**config.mk**
```make
export PLATFORM = sky130hd
export DESIGN_NAME = tmr_pwm_bank
export DESIGN_NICKNAME = d
export VERILOG_FILES = /design/src/rtl/tpb_pkg.sv /design/src/rtl/tpb_presc.sv /design/src/rtl/tpb_chan.sv /design/src/rtl/tpb_glob.sv /design/src/rtl/tmr_pwm_bank.sv
export SDC_FILE = /design/constraint.sdc
export NUM_CORES = 2
export LEC_CHECK = 0
export BUFFER_PORTS_ARGS = -buffer_cell sky130_fd_sc_hd__buf_2
export CORE_MARGIN = 2
export CORE_UTILIZATION = 60
export DETAILED_ROUTE_END_ITERATION = 8
export HOLD_SLACK_MARGIN = 0.08
export PLACE_DENSITY_LB_ADDON = 0.05
export SLEW_MARGIN = 20
export SYNTH_ARGS = -nofsm -noshare
export SYNTH_HDL_FRONTEND = slang
export SYNTH_SLANG_ARGS = --single-unit
```
**constraint.sdc**
```tcl
create_clock -name clk_i -period 4.3 [get_ports clk_i]
set_input_delay 0.215 -clock clk_i [delete_from_list [all_inputs] [get_ports clk_i]]
set_output_delay 0.215 -clock clk_i [all_outputs]
set_load 0.03 [all_outputs]
```
**src/rtl/tpb_pkg.sv**
```systemverilog
package tpb_pkg;

   // shared word addresses
   localparam int OFS_EN       = 'h00;
   localparam int OFS_EN_SET   = 'h04;
   localparam int OFS_EN_CLR   = 'h08;
   localparam int OFS_STOP     = 'h0C;
   localparam int OFS_FLAG     = 'h10;
   localparam int OFS_FLAG_SET = 'h14;
   localparam int OFS_FLAG_CLR = 'h18;
   localparam int OFS_STOP_SET = 'h1C;
   localparam int OFS_MASK     = 'h20;
   localparam int OFS_MASK_SET = 'h24;
   localparam int OFS_MASK_CLR = 'h28;
   localparam int OFS_STOP_CLR = 'h2C;

   // per-channel window
   localparam int CH_BASE   = 'h30;
   localparam int CH_STRIDE = 'h10;
   localparam int RG_FULL   = 0;
   localparam int RG_HALF   = 1;
   localparam int RG_CNT    = 2;
   localparam int RG_CTRL   = 3;
   localparam int RG_NUM    = 4;

   // control bit positions
   localparam int CB_PRE_LO  = 3;
   localparam int CB_PWM_EN  = 7;
   localparam int CB_POL_LOW = 8;
   localparam int CB_ABRUPT  = 9;

   localparam int HALF_SHIFT = 16;

   typedef enum logic [1:0] {OP_NONE, OP_WRITE, OP_SET, OP_CLR} reg_op_e;

   function automatic logic [31:0] lane_mask(input logic [3:0] be);
      logic [31:0] m;
      m = '0;
      for (int i = 0; i < 4; i++) m[8*i +: 8] = {8{be[i]}};
      return m;
   endfunction

   function automatic reg_op_e pick_op(input logic we, input int a,
                                       input int a_wr, input int a_set,
                                       input int a_clr);
      if (!we)            return OP_NONE;
      else if (a == a_wr) return OP_WRITE;
      else if (a == a_set) return OP_SET;
      else if (a == a_clr) return OP_CLR;
      return OP_NONE;
   endfunction

   function automatic logic [31:0] apply_op(input logic [31:0] cur,
                                            input logic [31:0] wd,
                                            input logic [3:0] be,
                                            input reg_op_e op);
      logic [31:0] m;
      m = lane_mask(be);
      case (op)
         OP_WRITE: return (cur & ~m) | (wd & m);
         OP_SET:   return cur | (wd & m);
         OP_CLR:   return cur & ~(wd & m);
         default:  return cur;
      endcase
   endfunction

endpackage

```
**src/rtl/tpb_presc.sv**
```systemverilog
module tpb_presc #(
   parameter int MAX_CODE = 5
) (
   input  logic       clk_i,
   input  logic       rst_ni,
   input  logic       clr_i,
   input  logic       adv_i,
   input  logic [2:0] code_i,
   output logic       step_o
);
   localparam int PW = 2 * MAX_CODE;

   if (MAX_CODE < 1 || MAX_CODE > 7) begin : g_bad_code
      $error("tpb_presc: MAX_CODE must lie in 1..7");
   end

   logic [PW-1:0] pre_q;
   logic [PW-1:0] sel_mask;
   logic [2:0]    eff_code;

   always_comb begin
      eff_code = (int'(code_i) > MAX_CODE) ? 3'(MAX_CODE) : code_i;
      sel_mask = PW'((32'd1 << (32'd2 * 32'(eff_code))) - 32'd1);
   end

   assign step_o = adv_i && ((pre_q & sel_mask) == sel_mask);

   always_ff @(posedge clk_i or negedge rst_ni) begin
      if (!rst_ni)      pre_q <= '0;
      else if (clr_i)   pre_q <= '0;
      else if (adv_i)   pre_q <= pre_q + 1'b1;
   end

   // a divisor of 4 or more never yields two steps in a row
   p_presc_gap_r5: assert property (@(posedge clk_i) disable iff (!rst_ni)
      (step_o && code_i != 3'd0) |=> (code_i == 3'd0 || !step_o));

endmodule

```
**src/rtl/tpb_chan.sv**
```systemverilog
module tpb_chan import tpb_pkg::*; #(
   parameter int CNT_W    = 16,
   parameter int MAX_CODE = 5
) (
   input  logic              clk_i,
   input  logic              rst_ni,
   input  logic              en_i,
   input  logic              stop_i,
   input  logic [2:0]        src_tick_i,
   input  logic [RG_NUM-1:0] wr_i,
   input  logic [15:0]       wdata_i,
   input  logic [1:0]        be_i,
   output logic [15:0]       full_o,
   output logic [15:0]       half_o,
   output logic [15:0]       cnt_o,
   output logic [15:0]       ctrl_o,
   output logic              hit_full_o,
   output logic              hit_half_o,
   output logic              pwm_o
);
   logic [CNT_W-1:0] full_q, half_q, cnt_q, cnt_inc;
   logic [15:0]      ctrl_q;
   logic             hold_q;
   logic             run, adv, step, wrap, tick_ok, drive_on, active;
   logic [15:0]      lane16;

   // widen to the bus width; the variant depends on CNT_W
   if (CNT_W == 16) begin : g_wide
      assign full_o = full_q;
      assign half_o = half_q;
      assign cnt_o  = cnt_q;
   end else begin : g_narrow
      assign full_o = {{(16-CNT_W){1'b0}}, full_q};
      assign half_o = {{(16-CNT_W){1'b0}}, half_q};
      assign cnt_o  = {{(16-CNT_W){1'b0}}, cnt_q};
   end
   assign ctrl_o = ctrl_q;

   assign lane16 = {{8{be_i[1]}}, {8{be_i[0]}}};

   function automatic logic [15:0] merge(input logic [15:0] cur,
                                         input logic [15:0] wd,
                                         input logic [15:0] m);
      return (cur & ~m) | (wd & m);
   endfunction

   assign run = en_i && !stop_i;
   assign adv = run && |(ctrl_q[2:0] & src_tick_i);

   tpb_presc #(.MAX_CODE(MAX_CODE)) u_presc (
      .clk_i  (clk_i),
      .rst_ni (rst_ni),
      .clr_i  (!en_i),
      .adv_i  (adv),
      .code_i (ctrl_q[CB_PRE_LO +: 3]),
      .step_o (step)
   );

   assign wrap       = (cnt_q == full_q);
   assign cnt_inc    = wrap ? '0 : cnt_q + 1'b1;
   assign tick_ok    = step && !wr_i[RG_CNT];
   assign hit_full_o = tick_ok && (cnt_inc == full_q);
   assign hit_half_o = tick_ok && (cnt_inc == half_q);

   always_ff @(posedge clk_i or negedge rst_ni) begin
      if (!rst_ni) begin
         full_q <= '0;
         half_q <= '0;
         cnt_q  <= '0;
         ctrl_q <= '0;
         hold_q <= 1'b0;
      end else begin
         if (wr_i[RG_FULL]) full_q <= CNT_W'(merge(full_o, wdata_i, lane16));
         if (wr_i[RG_HALF]) half_q <= CNT_W'(merge(half_o, wdata_i, lane16));
         if (wr_i[RG_CTRL]) ctrl_q <= merge(ctrl_q, wdata_i, lane16);
         if (wr_i[RG_CNT])  cnt_q  <= CNT_W'(merge(cnt_o, wdata_i, lane16));
         else if (tick_ok)  cnt_q  <= cnt_inc;
         if (ctrl_q[CB_PWM_EN])                      hold_q <= 1'b1;
         else if ((tick_ok && wrap) || ctrl_q[CB_ABRUPT]) hold_q <= 1'b0;
      end
   end

   assign drive_on = ctrl_q[CB_PWM_EN] || (hold_q && !ctrl_q[CB_ABRUPT]);
   assign active   = (cnt_q < half_q);
   assign pwm_o    = ctrl_q[CB_POL_LOW] ^ (drive_on && active);

   // a channel without run permission keeps its count
   p_stall_r4: assert property (@(posedge clk_i) disable iff (!rst_ni)
      (!run && !wr_i[RG_CNT]) |=> $stable(cnt_q));

   // a step taken at the period limit lands on zero
   p_wrap_r6: assert property (@(posedge clk_i) disable iff (!rst_ni)
      (step && wrap && !wr_i[RG_CNT]) |=> (cnt_q == '0));

   // abrupt shutdown holds the idle level
   p_abrupt_idle_r10: assert property (@(posedge clk_i) disable iff (!rst_ni)
      (!ctrl_q[CB_PWM_EN] && ctrl_q[CB_ABRUPT]) |-> (pwm_o == ctrl_q[CB_POL_LOW]));

endmodule

```
**src/rtl/tpb_glob.sv**
```systemverilog
module tpb_glob import tpb_pkg::*; #(
   parameter int NCH = 8,
   parameter int AW  = 8
) (
   input  logic           clk_i,
   input  logic           rst_ni,
   input  logic           we_i,
   input  logic [AW-1:0]  addr_i,
   input  logic [31:0]    wdata_i,
   input  logic [3:0]     be_i,
   input  logic [NCH-1:0] hit_full_i,
   input  logic [NCH-1:0] hit_half_i,
   output logic [31:0]    en_o,
   output logic [31:0]    stop_o,
   output logic [31:0]    flag_o,
   output logic [31:0]    mask_o,
   output logic           irq_o
);
   localparam logic [31:0] CH_BITS   = 32'((64'd1 << NCH) - 64'd1);
   localparam logic [31:0] FLAG_BITS = CH_BITS | (CH_BITS << HALF_SHIFT);

   int          a_int;
   logic [31:0] hw_set, wbits;
   reg_op_e     op_en, op_stop, op_flag, op_mask;

   always_comb begin
      a_int   = int'(addr_i);
      op_en   = pick_op(we_i, a_int, OFS_EN,   OFS_EN_SET,   OFS_EN_CLR);
      op_stop = pick_op(we_i, a_int, OFS_STOP, OFS_STOP_SET, OFS_STOP_CLR);
      op_flag = pick_op(we_i, a_int, OFS_FLAG, OFS_FLAG_SET, OFS_FLAG_CLR);
      op_mask = pick_op(we_i, a_int, OFS_MASK, OFS_MASK_SET, OFS_MASK_CLR);
      wbits   = wdata_i & lane_mask(be_i);
      hw_set  = '0;
      hw_set[NCH-1:0]          = hit_full_i;
      hw_set[HALF_SHIFT +: NCH] = hit_half_i;
   end

   always_ff @(posedge clk_i or negedge rst_ni) begin
      if (!rst_ni) begin
         en_o   <= '0;
         stop_o <= '0;
         flag_o <= '0;
         mask_o <= FLAG_BITS;
      end else begin
         en_o   <= apply_op(en_o,   wdata_i, be_i, op_en)   & CH_BITS;
         stop_o <= apply_op(stop_o, wdata_i, be_i, op_stop) & CH_BITS;
         flag_o <= (apply_op(flag_o, wdata_i, be_i, op_flag) | hw_set) & FLAG_BITS;
         mask_o <= apply_op(mask_o, wdata_i, be_i, op_mask) & FLAG_BITS;
      end
   end

   assign irq_o = |(flag_o & ~mask_o);

   // a channel event always lands, whatever the bus does
   p_flag_latch_r7: assert property (@(posedge clk_i) disable iff (!rst_ni)
      (|hw_set) |=> ((flag_o & $past(hw_set)) == $past(hw_set)));

   // bit-set address raises every written implemented bit
   p_en_set_r2: assert property (@(posedge clk_i) disable iff (!rst_ni)
      (op_en == OP_SET) |=> ((en_o & $past(wbits & CH_BITS)) == $past(wbits & CH_BITS)));

   // bit-clear address drops every written bit
   p_mask_clr_r2: assert property (@(posedge clk_i) disable iff (!rst_ni)
      (op_mask == OP_CLR) |=> ((mask_o & $past(wbits)) == 32'h0));

endmodule

```
**src/rtl/tmr_pwm_bank.sv**
```systemverilog
module tmr_pwm_bank import tpb_pkg::*; #(
   parameter  int NCH      = 8,
   parameter  int CNT_W    = 16,
   parameter  int MAX_CODE = 5,
   localparam int AW       = $clog2(CH_BASE + CH_STRIDE * NCH)
) (
   input  logic           clk_i,
   input  logic           rst_ni,
   input  logic [AW-1:0]  bus_addr_i,
   input  logic [31:0]    bus_wdata_i,
   input  logic [3:0]     bus_be_i,
   input  logic           bus_we_i,
   output logic [31:0]    bus_rdata_o,
   input  logic           tick_per_i,
   input  logic           tick_rtc_i,
   input  logic           tick_ext_i,
   output logic [NCH-1:0] pwm_o,
   output logic           irq_o
);
   if (NCH < 1 || NCH > 16) begin : g_bad_nch
      $error("tmr_pwm_bank: NCH must lie in 1..16");
   end
   if (CNT_W < 1 || CNT_W > 16) begin : g_bad_cntw
      $error("tmr_pwm_bank: CNT_W must lie in 1..16");
   end

   logic [31:0]    en_w, stop_w, flag_w, mask_w;
   logic [NCH-1:0] hit_full_w, hit_half_w;
   logic [15:0]    full_w [NCH];
   logic [15:0]    half_w [NCH];
   logic [15:0]    cnt_w  [NCH];
   logic [15:0]    ctrl_w [NCH];
   logic [2:0]     src_w;

   assign src_w = {tick_ext_i, tick_rtc_i, tick_per_i};

   tpb_glob #(.NCH(NCH), .AW(AW)) u_glob (
      .clk_i      (clk_i),
      .rst_ni     (rst_ni),
      .we_i       (bus_we_i),
      .addr_i     (bus_addr_i),
      .wdata_i    (bus_wdata_i),
      .be_i       (bus_be_i),
      .hit_full_i (hit_full_w),
      .hit_half_i (hit_half_w),
      .en_o       (en_w),
      .stop_o     (stop_w),
      .flag_o     (flag_w),
      .mask_o     (mask_w),
      .irq_o      (irq_o)
   );

   for (genvar n = 0; n < NCH; n++) begin : g_ch
      logic [RG_NUM-1:0] wr_sel;
      for (genvar k = 0; k < RG_NUM; k++) begin : g_dec
         assign wr_sel[k] = bus_we_i &&
                            (bus_addr_i == AW'(CH_BASE + CH_STRIDE * n + 4 * k));
      end
      tpb_chan #(.CNT_W(CNT_W), .MAX_CODE(MAX_CODE)) u_chan (
         .clk_i      (clk_i),
         .rst_ni     (rst_ni),
         .en_i       (en_w[n]),
         .stop_i     (stop_w[n]),
         .src_tick_i (src_w),
         .wr_i       (wr_sel),
         .wdata_i    (bus_wdata_i[15:0]),
         .be_i       (bus_be_i[1:0]),
         .full_o     (full_w[n]),
         .half_o     (half_w[n]),
         .cnt_o      (cnt_w[n]),
         .ctrl_o     (ctrl_w[n]),
         .hit_full_o (hit_full_w[n]),
         .hit_half_o (hit_half_w[n]),
         .pwm_o      (pwm_o[n])
      );
   end

   always_comb begin
      bus_rdata_o = '0;
      if (bus_addr_i == AW'(OFS_EN))   bus_rdata_o = en_w;
      if (bus_addr_i == AW'(OFS_STOP)) bus_rdata_o = stop_w;
      if (bus_addr_i == AW'(OFS_FLAG)) bus_rdata_o = flag_w;
      if (bus_addr_i == AW'(OFS_MASK)) bus_rdata_o = mask_w;
      for (int n = 0; n < NCH; n++) begin
         if (bus_addr_i == AW'(CH_BASE + CH_STRIDE * n + 4 * RG_FULL))
            bus_rdata_o = {16'h0, full_w[n]};
         if (bus_addr_i == AW'(CH_BASE + CH_STRIDE * n + 4 * RG_HALF))
            bus_rdata_o = {16'h0, half_w[n]};
         if (bus_addr_i == AW'(CH_BASE + CH_STRIDE * n + 4 * RG_CNT))
            bus_rdata_o = {16'h0, cnt_w[n]};
         if (bus_addr_i == AW'(CH_BASE + CH_STRIDE * n + 4 * RG_CTRL))
            bus_rdata_o = {16'h0, ctrl_w[n]};
      end
   end

   // the interrupt only rises after a channel event or a bus write
   p_irq_cause_r11: assert property (@(posedge clk_i) disable iff (!rst_ni)
      $rose(irq_o) |-> $past((|hit_full_w) || (|hit_half_w) || bus_we_i));

endmodule

```
Yosys cells after proc, flatten, opt, wreduce, memory -nomap -nowiden
Cells that the tools add are included.
{"block": "totals", "regBits": 648, "inputBits": 50, "output_inout_bits": 41}
{"block": "op_classes", "magnitude_cmp": 16, "n_bitwise": 112, "n_eq_ne": 98, "muxes": 140, "n_addsub": 24, "n_shift": 8, "reduce_logical": 174}
{"cell": "$mux W32", "n": 35}
{"cell": "$and A16 B16 Y16", "n": 33}
{"cell": "$or A16 B16 Y16", "n": 32}
{"cell": "$eq A16 B16 Y1", "n": 24}
{"cell": "$mux W16", "n": 24}
{"cell": "$eq A8 B7 Y1 const B", "n": 20}
{"cell": "$mux W10", "n": 16}
{"cell": "$pmux W24 S3", "n": 2}
{"cell": "$add A16 B1 Y16 const B", "n": 8}
{"cell": "$lt A16 B16 Y1", "n": 8}
{"cell": "$and A24 B24 Y24", "n": 5}
{"cell": "$or A24 B24 Y24", "n": 5}
{"cell": "$logic_and A1 B1 Y1", "n": 104}
{"cell": "$eq A8 B8 Y1 const B", "n": 12}
{"cell": "$add A10 B1 Y10 const B", "n": 8}
{"cell": "$and A10 B10 Y10", "n": 8}
{"cell": "$eq A10 B10 Y1", "n": 8}
{"cell": "$shl A1 B4 Y10 const A", "n": 8}
{"cell": "$sub A10 B1 Y10 const B", "n": 8}
{"cell": "$eq A8 B6 Y1 const B", "n": 9}
{"cell": "$not A24 Y24", "n": 2}
{"cell": "$pmux W8 S3", "n": 2}
{"cell": "$mux W2", "n": 20}
{"cell": "$and A24 B32 Y32", "n": 1}
{"cell": "22 further kinds", "n": 170}

Logic depth before layout (Yosys ltp)
{"block": "depth", "word_depth": 37, "depth_mapped": 12, "ltp_nobuf": 11}

Cells and area by module
From an unflattened synthesis, not the netlist that was laid out.
{"block": "hier_totals", "cells_unflattened": 5521, "hier_area_um2": 50448.4}
{"mod": "tpb_chan at g_ch[4].u_chan ...", "cells_per_inst": 456, "area_each_um2": 4569.4, "seq_area_each_um2": 1626.6, "n_inst": 4}
{"mod": "tpb_chan at g_ch[0].u_chan ...", "cells_per_inst": 450, "area_each_um2": 4453.0, "seq_area_each_um2": 1626.6, "n_inst": 3}
{"mod": "tmr_pwm_bank", "cells_per_inst": 1046, "area_each_um2": 6229.7, "seq_area_each_um2": 0.0, "n_inst": 1}
{"mod": "tpb_presc", "cells_per_inst": 64, "area_each_um2": 589.3, "seq_area_each_um2": 250.2, "n_inst": 8}
{"mod": "tpb_chan at g_ch[3].u_chan", "cells_per_inst": 446, "area_each_um2": 4474.3, "seq_area_each_um2": 1626.6, "n_inst": 1}
{"mod": "tpb_glob", "cells_per_inst": 343, "area_each_um2": 3393.3, "seq_area_each_um2": 1221.2, "n_inst": 1}

Worst setup path before layout
OpenSTA, ideal clock, no wires.
{"block": "synth_timing", "kind": "in2out", "from": "in bus_addr_i[6]", "to": "out bus_rdata_o[3]", "arrival_time_ns": 2.647, "path_slack_ns": 1.438, "cell_stages": 12, "cell_sequence": "buf_2 -> clkbuf_1 -> or4b_1 -> clkbuf_1 -> nor2_1 -> buf_2 -> nand2_1 -> o21ai_0 -> a221oi_1 -> o2111ai_1 -> nor2_1 -> o31ai_1"}
{"block": "synth_between", "elab_chain_len": 37}
{"item": "from (decl)", "line": "tmr_pwm_bank.sv:9", "text": "input logic [AW-1:0] bus_addr_i,"}
{"item": "$logic_not A8 Y1", "line": "tmr_pwm_bank.sv:80", "text": "if (bus_addr_i == AW'(OFS_EN)) bus_rdata_o = en_w;"}
{"item": "$mux W8", "line": "tmr_pwm_bank.sv:80"}
{"item": "$mux W32", "line": "tmr_pwm_bank.sv:81", "text": "if (bus_addr_i == AW'(OFS_STOP)) bus_rdata_o = stop_w;"}
{"item": "$mux W32", "line": "tmr_pwm_bank.sv:82", "text": "if (bus_addr_i == AW'(OFS_FLAG)) bus_rdata_o = flag_w;"}
{"item": "$mux W32", "line": "tmr_pwm_bank.sv:83", "text": "if (bus_addr_i == AW'(OFS_MASK)) bus_rdata_o = mask_w;"}
{"item": "$mux W32", "line": "tmr_pwm_bank.sv:85", "text": "if (bus_addr_i == AW'(CH_BASE + CH_STRIDE * n + 4 * RG_FULL))"}
{"item": "$mux W32", "line": "tmr_pwm_bank.sv:87", "text": "if (bus_addr_i == AW'(CH_BASE + CH_STRIDE * n + 4 * RG_HALF))"}
{"item": "$mux W32", "line": "tmr_pwm_bank.sv:89", "text": "if (bus_addr_i == AW'(CH_BASE + CH_STRIDE * n + 4 * RG_CNT))"}
{"item": "(+21 left out)"}
{"item": "$mux W32", "line": "tmr_pwm_bank.sv:85"}
{"item": "$mux W32", "line": "tmr_pwm_bank.sv:87"}
{"item": "$mux W32", "line": "tmr_pwm_bank.sv:89"}
{"item": "$mux W32", "line": "tmr_pwm_bank.sv:91", "text": "if (bus_addr_i == AW'(CH_BASE + CH_STRIDE * n + 4 * RG_CTRL))"}
{"item": "$mux W32", "line": "tmr_pwm_bank.sv:85"}
{"item": "$mux W32", "line": "tmr_pwm_bank.sv:87"}
{"item": "$mux W32", "line": "tmr_pwm_bank.sv:89"}
{"item": "$mux W32 (*)", "line": "tmr_pwm_bank.sv:91"}
{"item": "to (decl)", "line": "tmr_pwm_bank.sv:13", "text": "output logic [31:0] bus_rdata_o,"}
Mark *: on every way between the ends. The rest lies on a longest branch, timed or not.

Worst setup path in the final report
{"block": "layout_timing", "from": "in bus_addr_i[6]", "to": "out bus_rdata_o[9]"}
{"block": "layout_between", "elab_chain_len": 35}
{"item": "$eq A8 B5 Y1", "line": "tmr_pwm_bank.sv:82"}
{"item": "$mux W32", "line": "tmr_pwm_bank.sv:82"}
{"item": "$mux W32", "line": "tmr_pwm_bank.sv:83"}
{"item": "$mux W32", "line": "tmr_pwm_bank.sv:85"}
{"item": "$mux W32", "line": "tmr_pwm_bank.sv:87"}
{"item": "$mux W32", "line": "tmr_pwm_bank.sv:89"}
{"item": "$mux W32", "line": "tmr_pwm_bank.sv:91"}
{"item": "$mux W32", "line": "tmr_pwm_bank.sv:85"}
{"item": "(+19 left out)"}
{"item": "$mux W32", "line": "tmr_pwm_bank.sv:85"}
{"item": "$mux W32", "line": "tmr_pwm_bank.sv:87"}
{"item": "$mux W32", "line": "tmr_pwm_bank.sv:89"}
{"item": "$mux W32", "line": "tmr_pwm_bank.sv:91"}
{"item": "$mux W32", "line": "tmr_pwm_bank.sv:85"}
{"item": "$mux W32", "line": "tmr_pwm_bank.sv:87"}
{"item": "$mux W32", "line": "tmr_pwm_bank.sv:89"}
{"item": "$mux W32 (*)", "line": "tmr_pwm_bank.sv:91"}
Marked as above.

==> flow_metrics.tcl <==
set metrics [dict create \
    status "completed" \
    port_buffers 73 \
    layout_common_cells "dfrtp_1, nor2_1, mux2_2" \
    synth_area_leaders "dfrtp_1, mux2_2, xnor2_1" \
    synth_top_area_cell "dfrtp_1" \
    synth_mux_area_share_pct 10.2 \
    antenna_found_initial 25 \
    finalWeightedCongestion 1.09 \
    fin_area_um2 50600 \
    placed_area_um2 47800 \
    fin_setup_tns_ns 0 \
    hold_viol 0 \
    avgSynthCellArea_um2 8.98 \
    cts_tree "yes" \
    dr_total_vias 45300 \
    cts_inserted_buffers 76 \
    synth_ff_type "dfrtp_1" \
    drt-vias-per-instance 7.26 \
    die_area_um2 79100 \
    crit_path_start_kind "input port" \
    path_clk_slew_ns 0.05 \
    cts.path.max_buffers 3 \
    synthCells 5138 \
    final_common_cell "dfrtp_1" \
    rsz0062_at_grt "false" \
    final_core_util_pct 66.5 \
    irDropWorstVdd_uv 335 \
    wirelength_um 199000 \
    fp.dieW_um 281 \
    initial_core_util_pct 60.6 \
    p_leak_uw 0.0218 \
    worstSetupEndpointType "output pin" \
    synth_top_area_share_pct 34.3 \
    finalNetCount 5325 \
    synth_xor_area_share_pct 8.91 \
    crit_type "input port to output pin" \
    io_pins 91 \
    fmax_mhz 240 \
    grt_start_max_net_pins 116 \
    antenna_left 0 \
    ys_seq_elements 648 \
    grt_pass1_vias 41300 \
    synth_enable_flop_cells 0 \
    syn-cell-area_um2 46100 \
    cp.arrival_ns 3.95 \
    slew_headroom_pct 13.4 \
    die_h_um 281 \
    hold_path_class "input port to flip-flop" \
    dp_hpwl_um 143000 \
    wire_per_inst_um 31.9 \
    clk_latency_ns 0.66 \
    grt_usage_pct 49.7 \
    areaGrowthSynthToFinish_pct 9.66 \
    fin_skew_ns 0.0245 \
    tightest_slew_ns 1.30 \
    htreeDepth 3 \
    grt_pass1_wl_um 287000 \
    drive_gt1_share_pct 16.4 \
    drtPass1Iterations 7 \
    synth_compound_area_share_pct 21.0 \
    yosysSeqAreaShare_pct 35.2 \
    grt_overflow 0 \
    cts-root-buf "clkbuf_16" \
    fp.coreArea_um2 76100 \
    drc 0 \
    maxCapViolCount 0 \
    period_share_pct 96.8 \
    synth_top_family_by_area "compound AO/OA/AOI/OAI gates" \
    rows 101 \
    postCtsResizedCells 0 \
    synth-simple-area-share_pct 15.7 \
    drtIter0Drc 7312 \
    cts_sinks 648 \
    synth_cell_types 96 \
    ys_warn_count 0 \
    fin_crit_ns 4.16 \
    cp.required_ns 4.09 \
    synth_fa_ha_area_share_pct 3.74 \
    slew_violations 0 \
    setup_viol_count_final 0 \
    power.density_nw_per_um2 327 \
    worstPathMaxFanout 21 \
    ys_async_sr_fraction_pct 100 \
]
[per-stage QoR]
stage,cells,power (uW),worst slack (ns),hold slack (ns)
after floorplan,5145,8470,1.44,-0.0806
after global placement,6078,9580,0.496,0.272
after detailed placement,6078,9620,0.460,0.272
after CTS,6223,16400,0.328,0.0905
after global routing,6229,16900,0.216,0.108
final,6243,16600,0.137,0.121
[cell type report]
class | instances | area [um2]
inverter | 213 | 800
clock buffer | 107 | 2180
clock inverter | 27 | 387
fill | 6394 | 25500
sequential | 648 | 16200
tap | 1030 | 1290
antenna | 20 | 50.0
multi-input combinational | 3913 | 27600
timing repair buffer | 285 | 2060
[power by group]
group	switching [uW]	internal, uW	total, uW
combinational	1940	986	2930
clock	2820	4030	6840
sequential	461	6320	6780
[what timing repair did]
action,in CTS,in global routing
hold buffers,11,0
setup buffers,0,0
endpoints found under the setup margin,0,0
endpoints found under the hold margin,86,0
[critical path, cell delays in order]
cell,delay (ns)
buf_2,0.33
nor4b_4,0.61
nand2_1,0.53
a21oi_1,0.32
a21oi_1,0.14
nor4_1,0.45
o21ai_0,0.26
and4_1,0.29
o21ai_0,0.48
buf_2,0.31
[synthesized netlist by cell type (19+ instances only)]
cell / n
nor2_1: 384
or3_1: 22
a221oi_1: 26
clkbuf_1: 223
nor2b_1: 28
a222oi_1: 19
xnor2_1: 306
ha_1: 138
o21a_1: 26
nand3_1: 151
and2_1: 71
o32ai_1: 66
a31oi_1: 89
o22ai_1: 81
o2111ai_1: 22
xor2_1: 148
mux2i_1: 40
a22o_1: 77
nand2_1: 339
nand2b_1: 26
o221ai_1: 31
nand4_1: 92
buf_2: 92
and3_1: 28
o31ai_1: 21
a21boi_0: 24
and4_1: 21
inv_1: 213
dfrtp_1: 632
mux2_2: 369
a21o_1: 51
a22oi_1: 45
o211ai_1: 33
o32a_1: 21
o21ai_0: 344
nor3_1: 93
nor4_1: 60
a211oi_1: 31
a21oi_1: 306
buf_1: 29
nor4b_1: 22
[final timing paths]
path | from | endpoint | slack, ns | cells after the start
min reg2reg | u_glob.mask_o[2] | u_glob.mask_o[2] | 0.50 | 2
min | bus_wdata_i[11] | flip-flop | 0.12 | 3
min in group asynchronous | rst_ni | g_ch[0].u_chan.u_presc.pre_q[2] | 0.19 | 2
max reg2reg | flip-flop | u_glob.flag_o[3] | 0.57 | 8
max | bus_addr_i[6] | bus_rdata_o[9] | 0.14 | 10
max in group asynchronous | rst_ni | async pin | 2.96 | 3
[layer usage]
layer	share of wire, %	vias to the layer above	track usage, %
li1	-	19000	-
met1	37	21800	67.1
met2	38	3549	66.2
met3	16	877	20.1
met4	7.7	35	29.7
met5	0.18	-	0.876
[kinds of logic (layout without fill, tap and decap cells)]
| group | after synthesis | after routing |
|---|---|---|
| flops | 648 | 648 |
| other cells | 1 | 28 |
| mux | 415 | 415 |
| simple gates | 1436 | 1436 |
| xor+xnor | 461 | 461 |
| fa+ha+maj | 138 | 138 |
| compound gates | 1455 | 1455 |
| buf+inv | 584 | 632 |
No activity file was read; power rests on OpenSTA's default activity.
